File: src/rtl/duart_pkg.sv
package duart_pkg;
  typedef enum logic [1:0] {PTR_MR0 = 2'd0, PTR_MR1 = 2'd1, PTR_MR2 = 2'd2} mr_ptr_e;

  localparam logic [2:0] OFS_MODE = 3'd0;
  localparam logic [2:0] OFS_RATE = 3'd1;
  localparam logic [2:0] OFS_CMD  = 3'd2;
  localparam logic [2:0] OFS_DATA = 3'd3;

  localparam logic [3:0] CMD_PTR1   = 4'h1;
  localparam logic [3:0] CMD_RXRST  = 4'h2;
  localparam logic [3:0] CMD_TXRST  = 4'h3;
  localparam logic [3:0] CMD_ERRCLR = 4'h4;
  localparam logic [3:0] CMD_BRKCLR = 4'h5;
  localparam logic [3:0] CMD_BRKON  = 4'h6;
  localparam logic [3:0] CMD_BRKOFF = 4'h7;
  localparam logic [3:0] CMD_PTR0   = 4'hB;

  typedef struct packed {
    logic rx_on;
    logic rx_off;
    logic tx_on;
    logic tx_off;
    logic ptr1;
    logic ptr0;
    logic rx_rst;
    logic tx_rst;
    logic err_clr;
    logic brk_clr;
    logic brk_on;
    logic brk_off;
  } cmd_act_t;
endpackage

File: src/rtl/duart_cmd_dec.sv
module duart_cmd_dec
  import duart_pkg::*;
(
  input  logic       vld_i,
  input  logic [7:0] cmd_i,
  output cmd_act_t   act_o
);
  always_comb begin
    act_o        = '0;
    act_o.rx_on  = vld_i & cmd_i[0];
    act_o.rx_off = vld_i & cmd_i[1];
    act_o.tx_on  = vld_i & cmd_i[2];
    act_o.tx_off = vld_i & cmd_i[3];
    if (vld_i) begin
      case (cmd_i[7:4])
        CMD_PTR1:   act_o.ptr1    = 1'b1;
        CMD_PTR0:   act_o.ptr0    = 1'b1;
        CMD_RXRST:  act_o.rx_rst  = 1'b1;
        CMD_TXRST:  act_o.tx_rst  = 1'b1;
        CMD_ERRCLR: act_o.err_clr = 1'b1;
        CMD_BRKCLR: act_o.brk_clr = 1'b1;
        CMD_BRKON:  act_o.brk_on  = 1'b1;
        CMD_BRKOFF: act_o.brk_off = 1'b1;
        default: ;
      endcase
    end
  end
endmodule

File: src/rtl/duart_status.sv
module duart_status (
  input  logic       clk_i,
  input  logic       rst_ni,
  input  logic [3:0] evt_i,      // {brk, frm, par, ovr}
  input  logic       err_clr_i,
  input  logic       brk_clr_i,
  input  logic       rx_rdy_i,
  input  logic       rx_mask_i,
  input  logic       fifo_full_i,
  input  logic       tx_rdy_i,
  input  logic       tx_en_i,
  input  logic       tx_empty_i,
  output logic [7:0] status_o
);
  logic [3:0] err_q;
  logic [3:0] clr_mask;

  always_comb begin
    clr_mask = 4'h0;
    if (err_clr_i)      clr_mask = 4'hF;
    else if (brk_clr_i) clr_mask = 4'h8;
  end

  // new events win over a clear in the same cycle
  always_ff @(posedge clk_i or negedge rst_ni) begin
    if (!rst_ni) err_q <= '0;
    else         err_q <= (err_q & ~clr_mask) | evt_i;
  end

  assign status_o = {err_q, tx_empty_i, tx_rdy_i & tx_en_i, fifo_full_i, rx_rdy_i & ~rx_mask_i};
endmodule

File: src/rtl/duart_chan.sv
module duart_chan
  import duart_pkg::*;
(
  input  logic       clk_i,
  input  logic       rst_ni,
  input  logic       wr_i,
  input  logic       rd_i,
  input  logic [2:0] ofs_i,
  input  logic [7:0] wdata_i,
  output logic [7:0] rdata_o,
  input  logic [7:0] rx_data_i,
  input  logic       rx_rdy_i,
  input  logic       fifo_full_i,
  input  logic       tx_rdy_i,
  input  logic       tx_empty_i,
  input  logic [3:0] evt_i,
  output logic       rx_en_o,
  output logic       tx_en_o,
  output logic       rx_rst_o,
  output logic       tx_rst_o,
  output logic       break_o,
  output logic [3:0] data_bits_o,
  output logic       par_en_o,
  output logic       par_odd_o,
  output logic       two_stop_o,
  output logic       fifo_ext_o,
  output logic       tx_half_o,
  output logic [2:0] baud_var_o,
  output logic [3:0] rx_rate_o,
  output logic [3:0] tx_rate_o,
  output logic       thr_wr_o,
  output logic [7:0] thr_data_o,
  output logic       rhr_rd_o
);
  cmd_act_t   act;
  mr_ptr_e    ptr_q;
  logic [7:0] mr0_q, mr1_q, mr2_q, rate_q, thr_q, status;
  logic       rx_en_q, tx_en_q, brk_q, rx_rst_q, tx_rst_q, thr_wr_q;
  logic       wr_mode, wr_rate, wr_data;

  assign wr_mode = wr_i && ofs_i == OFS_MODE;
  assign wr_rate = wr_i && ofs_i == OFS_RATE;
  assign wr_data = wr_i && ofs_i == OFS_DATA;

  duart_cmd_dec u_dec (
    .vld_i (wr_i && ofs_i == OFS_CMD),
    .cmd_i (wdata_i),
    .act_o (act)
  );

  always_ff @(posedge clk_i or negedge rst_ni) begin
    if (!rst_ni) begin
      rx_en_q  <= 1'b0;
      tx_en_q  <= 1'b0;
      brk_q    <= 1'b0;
      ptr_q    <= PTR_MR1;
      mr0_q    <= '0;
      mr1_q    <= '0;
      mr2_q    <= '0;
      rate_q   <= '0;
      thr_q    <= '0;
      rx_rst_q <= 1'b0;
      tx_rst_q <= 1'b0;
      thr_wr_q <= 1'b0;
    end else begin
      // disable beats enable; transmitter reset beats both
      if (act.rx_off)                   rx_en_q <= 1'b0;
      else if (act.rx_on)               rx_en_q <= 1'b1;
      if (act.tx_off || act.tx_rst)     tx_en_q <= 1'b0;
      else if (act.tx_on)               tx_en_q <= 1'b1;
      if (act.brk_on)                   brk_q <= 1'b1;
      else if (act.brk_off)             brk_q <= 1'b0;
      if (act.ptr1)                     ptr_q <= PTR_MR1;
      else if (act.ptr0)                ptr_q <= PTR_MR0;
      else if (wr_mode) begin
        case (ptr_q)
          PTR_MR0: begin mr0_q <= wdata_i; ptr_q <= PTR_MR1; end
          PTR_MR1: begin mr1_q <= wdata_i; ptr_q <= PTR_MR2; end
          default: mr2_q <= wdata_i;
        endcase
      end
      if (wr_rate) rate_q <= wdata_i;
      if (wr_data) thr_q  <= wdata_i;
      rx_rst_q <= act.rx_rst;
      tx_rst_q <= act.tx_rst;
      thr_wr_q <= wr_data;
    end
  end

  duart_status u_stat (
    .clk_i       (clk_i),
    .rst_ni      (rst_ni),
    .evt_i       (evt_i),
    .err_clr_i   (act.err_clr),
    .brk_clr_i   (act.brk_clr),
    .rx_rdy_i    (rx_rdy_i),
    .rx_mask_i   (rx_rst_q),
    .fifo_full_i (fifo_full_i),
    .tx_rdy_i    (tx_rdy_i),
    .tx_en_i     (tx_en_q),
    .tx_empty_i  (tx_empty_i),
    .status_o    (status)
  );

  always_comb begin
    case (ofs_i)
      OFS_MODE: rdata_o = (ptr_q == PTR_MR0) ? mr0_q : (ptr_q == PTR_MR1) ? mr1_q : mr2_q;
      OFS_RATE: rdata_o = status;
      OFS_DATA: rdata_o = rx_data_i;
      default:  rdata_o = 8'h00;
    endcase
  end

  assign rhr_rd_o    = rd_i && ofs_i == OFS_DATA;
  assign rx_en_o     = rx_en_q;
  assign tx_en_o     = tx_en_q;
  assign rx_rst_o    = rx_rst_q;
  assign tx_rst_o    = tx_rst_q;
  assign break_o     = brk_q;
  assign data_bits_o = 4'd5 + {2'b00, mr1_q[1:0]};
  assign par_en_o    = ~mr1_q[4];
  assign par_odd_o   = mr1_q[2];
  assign two_stop_o  = mr2_q[3];
  assign baud_var_o  = mr0_q[2:0];
  assign fifo_ext_o  = mr0_q[3];
  assign tx_half_o   = mr0_q[4];
  assign rx_rate_o   = rate_q[7:4];
  assign tx_rate_o   = rate_q[3:0];
  assign thr_wr_o    = thr_wr_q;
  assign thr_data_o  = thr_q;
endmodule

File: src/rtl/duart_regfile.sv
module duart_regfile #(
  parameter int NCH = 2,
  parameter int AW  = $clog2(NCH) + 3
) (
  input  logic             clk_i,
  input  logic             rst_ni,
  input  logic [AW-1:0]    addr_i,
  input  logic             wr_i,
  input  logic             rd_i,
  input  logic [7:0]       wdata_i,
  output logic [7:0]       rdata_o,
  input  logic [8*NCH-1:0] rx_data_i,
  input  logic [NCH-1:0]   rx_rdy_i,
  input  logic [NCH-1:0]   fifo_full_i,
  input  logic [NCH-1:0]   tx_rdy_i,
  input  logic [NCH-1:0]   tx_empty_i,
  input  logic [NCH-1:0]   ovr_evt_i,
  input  logic [NCH-1:0]   par_evt_i,
  input  logic [NCH-1:0]   frm_evt_i,
  input  logic [NCH-1:0]   brk_evt_i,
  output logic [NCH-1:0]   rx_en_o,
  output logic [NCH-1:0]   tx_en_o,
  output logic [NCH-1:0]   rx_rst_o,
  output logic [NCH-1:0]   tx_rst_o,
  output logic [NCH-1:0]   break_o,
  output logic [4*NCH-1:0] data_bits_o,
  output logic [NCH-1:0]   par_en_o,
  output logic [NCH-1:0]   par_odd_o,
  output logic [NCH-1:0]   two_stop_o,
  output logic [NCH-1:0]   fifo_ext_o,
  output logic [NCH-1:0]   tx_half_o,
  output logic [3*NCH-1:0] baud_var_o,
  output logic [4*NCH-1:0] rx_rate_o,
  output logic [4*NCH-1:0] tx_rate_o,
  output logic [NCH-1:0]   thr_wr_o,
  output logic [8*NCH-1:0] thr_data_o,
  output logic [NCH-1:0]   rhr_rd_o
);
  localparam int CHW = AW - 3;

  logic [CHW-1:0] ch_sel;
  logic [7:0]     rd_vec [NCH];

  assign ch_sel = addr_i[AW-1:3];

  for (genvar i = 0; i < NCH; i++) begin : g_ch
    logic hit;
    assign hit = (ch_sel == CHW'(i));

    duart_chan u_chan (
      .clk_i       (clk_i),
      .rst_ni      (rst_ni),
      .wr_i        (wr_i & hit),
      .rd_i        (rd_i & hit),
      .ofs_i       (addr_i[2:0]),
      .wdata_i     (wdata_i),
      .rdata_o     (rd_vec[i]),
      .rx_data_i   (rx_data_i[i*8 +: 8]),
      .rx_rdy_i    (rx_rdy_i[i]),
      .fifo_full_i (fifo_full_i[i]),
      .tx_rdy_i    (tx_rdy_i[i]),
      .tx_empty_i  (tx_empty_i[i]),
      .evt_i       ({brk_evt_i[i], frm_evt_i[i], par_evt_i[i], ovr_evt_i[i]}),
      .rx_en_o     (rx_en_o[i]),
      .tx_en_o     (tx_en_o[i]),
      .rx_rst_o    (rx_rst_o[i]),
      .tx_rst_o    (tx_rst_o[i]),
      .break_o     (break_o[i]),
      .data_bits_o (data_bits_o[i*4 +: 4]),
      .par_en_o    (par_en_o[i]),
      .par_odd_o   (par_odd_o[i]),
      .two_stop_o  (two_stop_o[i]),
      .fifo_ext_o  (fifo_ext_o[i]),
      .tx_half_o   (tx_half_o[i]),
      .baud_var_o  (baud_var_o[i*3 +: 3]),
      .rx_rate_o   (rx_rate_o[i*4 +: 4]),
      .tx_rate_o   (tx_rate_o[i*4 +: 4]),
      .thr_wr_o    (thr_wr_o[i]),
      .thr_data_o  (thr_data_o[i*8 +: 8]),
      .rhr_rd_o    (rhr_rd_o[i])
    );
  end

  assign rdata_o = rd_vec[ch_sel];
endmodule

File: config.mk
export PLATFORM = sky130hd
export DESIGN_NAME = duart_regfile
export DESIGN_NICKNAME = d
export VERILOG_FILES = /design/src/rtl/duart_pkg.sv /design/src/rtl/duart_cmd_dec.sv /design/src/rtl/duart_status.sv /design/src/rtl/duart_chan.sv /design/src/rtl/duart_regfile.sv
export SDC_FILE = /design/constraint.sdc
export NUM_CORES = 1
export LEC_CHECK = 0
export BUFFER_PORTS_ARGS = -buffer_cell sky130_fd_sc_hd__buf_2
export CAP_MARGIN = 0
export CORE_MARGIN = 3
export CORE_UTILIZATION = 25
export DETAILED_ROUTE_END_ITERATION = 10
export GPL_TIMING_DRIVEN = 0
export PLACE_DENSITY = 0.54
export SLEW_MARGIN = 20
export SYNTH_ARGS = -nofsm -noshare
export SYNTH_HDL_FRONTEND = slang
export SYNTH_HIERARCHICAL = 1
export SYNTH_SLANG_ARGS = --single-unit
File: constraint.sdc
create_clock -name clk_i -period 2.18 [get_ports clk_i]
set_clock_uncertainty 0.05 [all_clocks]
set_input_delay 0.218 -clock clk_i [delete_from_list [all_inputs] [get_ports clk_i]]
set_output_delay 0.218 -clock clk_i [all_outputs]
set_load 0.02 [all_outputs]
Word level (Yosys, flattened, before mapping)
Index checks and enable logic that the tools add are counted.
{"block": "classes", "reduce_logical": 35, "n_bitwise": 34, "n_eq_ne": 13, "magnitude_cmp": 1, "n_addsub": 2, "mux": 43}
{"operator": "2-to-1 mux 8 bit", "count": 9}
{"operator": "one-hot mux 8 bit (3 select lines)", "count": 2}
{"operator": "AND reduction 4 bit", "count": 6}
{"operator": "2-to-1 mux 1 bit", "count": 20}
{"operator": "AND 1 bit", "count": 16}
{"operator": "== test 4 x 3 -> 1 bit (second input constant)", "count": 4}
{"operator": "2-to-1 mux 4 bit", "count": 4}
{"operator": "2-to-1 mux 2 bit", "count": 6}
{"operator": "nonzero test 2 bit", "count": 6}
{"operator": "NOT 1 bit", "count": 11}
{"operator": "logical AND 1 bit", "count": 10}
{"operator": "adder 3 x 2 -> 4 bit (first input constant)", "count": 2}
{"operator": "AND 4 bit", "count": 2}
{"operator": "== test 4 x 2 -> 1 bit (second input constant)", "count": 2}
{"operator": "NOT 4 bit", "count": 2}
{"operator": "OR 4 bit", "count": 2}
{"operator": "one-hot mux 2 bit (2 select lines)", "count": 2}
{"operator": "nonzero test 4 bit", "count": 2}
{"operator": "== test 3 x 2 -> 1 bit (second input constant)", "count": 2}
{"operator": "nonzero test 3 bit", "count": 2}
{"operator": "== test 2 x 1 -> 1 bit (second input constant)", "count": 2}
{"operator": "== test 4 x 1 -> 1 bit (second input constant)", "count": 1}
{"operator": "== test 4 bit (second input constant)", "count": 1}
{"operator": "zero test 2 bit", "count": 2}
{"operator": "7 further kinds", "count": 10}
{"block": "totals", "output_inout_bits": 78, "ff_bits": 104}

Longest topological paths before layout
{"block": "depth", "word_depth": 9, "mapped_depth": 9, "ltp_nobuf": 7}

Modules after synthesis
Netlist, hierarchy kept.
{"mod": "duart_chan", "area_per_inst_um2": 2259.7, "cells_per_inst": 179, "instances": 2, "seq_area_each_um2": 1202.4}
{"mod": "duart_status", "area_per_inst_um2": 165.2, "cells_per_inst": 14, "instances": 2, "seq_area_each_um2": 100.1}
{"mod": "duart_cmd_dec", "area_per_inst_um2": 98.8, "cells_per_inst": 18, "instances": 2, "seq_area_each_um2": 0.0}
{"mod": "duart_regfile", "area_per_inst_um2": 156.4, "cells_per_inst": 13, "instances": 1, "seq_area_each_um2": 0.0}

Worst setup path before layout
OpenSTA, ideal clock, no wires.
{"block": "synth_path", "kind": "input to register", "start": "in addr_i[3]", "end": "reg g_ch[0].u_chan.mr0_q[0]", "stages": 9, "setup_slack_ns": -0.476, "arrival_time_ns": 2.481, "required_time_ns": 2.005, "path_cell_list": "buf_6 -> and2b_2 -> nor4bb_1 -> or3b_1 -> nor2_1 -> nor4_2 -> and4_1 -> buf_4 -> mux2_2"}
{"element": "start, declared", "line": "duart_regfile.sv:7", "source": "input logic [AW-1:0] addr_i,"}
{"element": "end signal, assigned", "line": "duart_chan.sv:57", "source": "mr0_q <= '0;"}
{"element": "end signal, assigned", "line": "duart_chan.sv:77", "source": "PTR_MR0: begin mr0_q <= wdata_i; ptr_q <= PTR_MR1; end"}
{"element": "end, declared", "line": "duart_chan.sv:37", "source": "logic [7:0] mr0_q, mr1_q, mr2_q, rate_q, thr_q, status;"}

==> flow_summary.ini <==
[worst_setup_path]
rrSetupSlack_ns = 0.43
crit_family = flip-flops
critPathKind = reg2out
cp_data_required_time_ns = 1.91
max_stage_delay_ns = 0.55
critPathSlowestCell = dfstp_2
crit_path_start_kind = flop
cp.arrival_ns = 2.05
path_buf_inv = 2
cp_max_fo = 8
cp_cell_sequence = buf_8, mux2i_2, nand2_1, a32o_2, mux2_4, buf_6
end_kind = primary output

[power_and_ir_drop]
vdd_drop_max_mv = 0.349
clkPwrFrac_pct = 28.5
switching_share_pct = 32.4
power_mw = 5.78
combPwrFrac_pct = 28.4
switching_power_mw = 1.87
power_leakage_nw = 3.36
powerDensity_nw_per_um2 = 843
p_int_mw = 3.91
pwr-share-seq_pct = 43.1

[run]
maxCapViolCount = 0

[min_path]
hold_class = in2reg

[run_status]
status = finished with violations
violations = negative setup slack

[synth]
synth-edff-count = 0
syn-num-nets = 485
synth_simple_gate_area_share_pct = 15.5
synth_area_leaders = dfrtp_1 49%, mux2_2 18%, a32o_1 3.1%
synth_compound_area_share_pct = 6.83
synth_ff_type = dfrtp_1
yosysMostFrequentCell = dfrtp_1
ys_async_sr_fraction_pct = 100
avgSynthCellArea_sq_um = 12.0
synthCells = 435
synth_top_area_share_pct = 49.1
synth_cell_types = 36
synthTopCellsByCount = 102 x dfrtp_1, 82 x mux2_2, 40 x nand2_1
synth-xor-area-share_pct = 0
synth_area_sq_um = 5200
yosysTopAreaCell = dfrtp_1
yosysWarnings = 6
synth_fa_ha_area_share_pct = 0.481
synth_top_family_by_area = multiplexers
ys_ff_latch = 104
synthMuxAreaShare_pct = 22.6
yosysSeqAreaShare_pct = 50.1

[timing]
finalMaxSlewViolations = 0
rsz0062_at_grt = true
setup_viol = 8
relSlewSlack_pct = 68.0
setup_tns_ns = -0.799
fin_crit_ns = 2.31
fin_ws_ns = -0.134
hold_violations = 0
max_freq_ghz = 0.432
min_period_over_period_pct = 106
worst_pin_slew_ns = 0.480

[routing]
ant_nets = 0
num_vias = 3913
drt_iter0_drc = 140
drcViolationCount = 0
drt-pass1-iter-count = 4
wl_um = 16000
vias_per_cell = 4.55
routedWlPerCell_um = 18.6

[cts]
cts_root_buf = clkbuf_16
clk_latency_ns = 0.35
cts_tree = built
cts.sinks = 104
clk_pin_slew_ns = 0.07
cts_max_level = 3
clockBufferDepth = 2
cts_buffers = 9

[floorplan]
die_h_um = 150
start_util_pct = 25.6
chipWidth_um = 150
pin_count = 126
rows = 52
die-area_sq_um = 22600
core_area_sq_um = 20400

[place]
gp_congestion = 0.800
pre_cts_ws_ns = -0.669
portBuffers = 121
dpl.hpwl_um = 11500

[global_routing]
grt_util_all_layers_pct = 14.5
grt_pass1_vias = 4121
grt_first_pass_wirelength_um = 24500
antenna_found_initial = 0
grt-ovfl-total = 0
grt_max_degree = 61

[cells_and_area]
n_antenna_cell = 0
synthToLayoutAreaGrowth_pct = 31.7
layout.nets = 635
utilization_pct = 33.7
final_layout_size_suffix_gt1_share_pct = 52.2
-- path summary, 6_finish.rpt --
check,cells past startpoint,to,startpoint
setup / recovery,6,rdata_o[1],g_ch[0].u_chan/ptr_q[0]
hold / removal,2,g_ch[0].u_chan/u_stat/err_q[3],brk_evt_i[0]
setup reg to reg,4,g_ch[0].u_chan/mr0_q[5],g_ch[0].u_chan/ptr_q[1]
hold reg to reg,1,g_ch[0].u_chan/u_stat/err_q[3],g_ch[0].u_chan/u_stat/err_q[3]
max in group asynchronous,3,g_ch[1].u_chan/ptr_q[0],rst_ni
min in group asynchronous,2,g_ch[1].u_chan/u_stat/err_q[0],rst_ni
-- cell usage in the layout, fill, tap and decap left out, types with 6 or more instances in the layout --
cell type,netlist,routed
buf_2,2,113
dfrtp_1,102,102
mux2_2,82,78
nand2_1,40,40
buf_4,16,28
nor2_1,26,22
nor2b_1,18,18
o21ai_0,16,16
inv_1,16,16
mux2i_1,16,13
buf_6,3,11
mux2_4,6,10
a32o_1,16,10
a21o_1,10,10
and2_2,10,9
clkbuf_16,0,9
nor3_1,10,8
dlygate4sd3_1,0,7
a32o_2,0,6
-- per-layer routing --
layer	vias to the layer above	wire length (um)	track usage (%)
met2	107	7640	23.7
li1	1825	-	-
met5	-	0	0
met1	1965	7070	19.3
met3	16	984	3.13
met4	0	283	4.76
-- area by class of cell --
class,instances,area [sq um]
timing repair buffer,139,831
clock inverter,7,71.3
buffer,25,221
tap,270,338
inverter,16,60.1
multi-input combinational,290,2500
clock buffer,9,225
fill,2096,13500
sequential,104,2610
-- repair_timing --
item,in CTS,in global routing
setup endpoints to repair,56,45
hold endpoints to repair,49,0
pin swaps,11,6
setup buffers,6,4
resized for setup,36,16
hold buffers,7,0
-- cell families (layout without fill, tap and decap cells) --
family | after synthesis | after routing
AOI/OAI and AO/OA | 48 | 48
and+or+nand+nor | 136 | 136
muxes | 104 | 104
adders and majority gates | 2 | 2
buffers and inverters | 41 | 196
DFF | 104 | 104
-- flip-flops by register name (all words and copies together) (netlist names) --
name and count:
g_ch.u_chan/mr0_q 16, g_ch.u_chan/thr_wr_o 2, g_ch.u_chan/thr_data_o 16, g_ch.u_chan/mr2_q 16, g_ch.u_chan/tx_en_o 2, g_ch.u_chan/break_o 2
g_ch.u_chan/u_stat/err_q 8, g_ch.u_chan/rate_q 16, g_ch.u_chan/mr1_q 16, g_ch.u_chan/rx_en_o 2, g_ch.u_chan/rx_rst_o 2, g_ch.u_chan/tx_rst_o 2
g_ch.u_chan/ptr_q 4
-- power by group through the flow --
stage                     registers (mW)  logic (mW)  clock network (mW)
after CTS                           2.49        1.65                1.72
after detailed placement            2.52        1.59                   0
after floorplan                     2.72       0.780                   0
final                               2.49        1.64                1.65
after global placement              2.50        1.55                   0
after global routing                2.54        1.78                1.79
-- stage by stage --
step / hold WS (ns) / instance area (sq um) / std cells
5_1_grt: 0.0260 / 6850 / 860
4_1_cts: 0.00250 / 6780 / 856
2_1_floorplan: -0.128 / 5280 / 435
3_5_place_dp: 0.132 / 6250 / 827
6_report: 0.0290 / 6850 / 860
3_3_place_gp: 0.354 / 6220 / 826
Note: power is estimated with default switching activity, not from simulation.
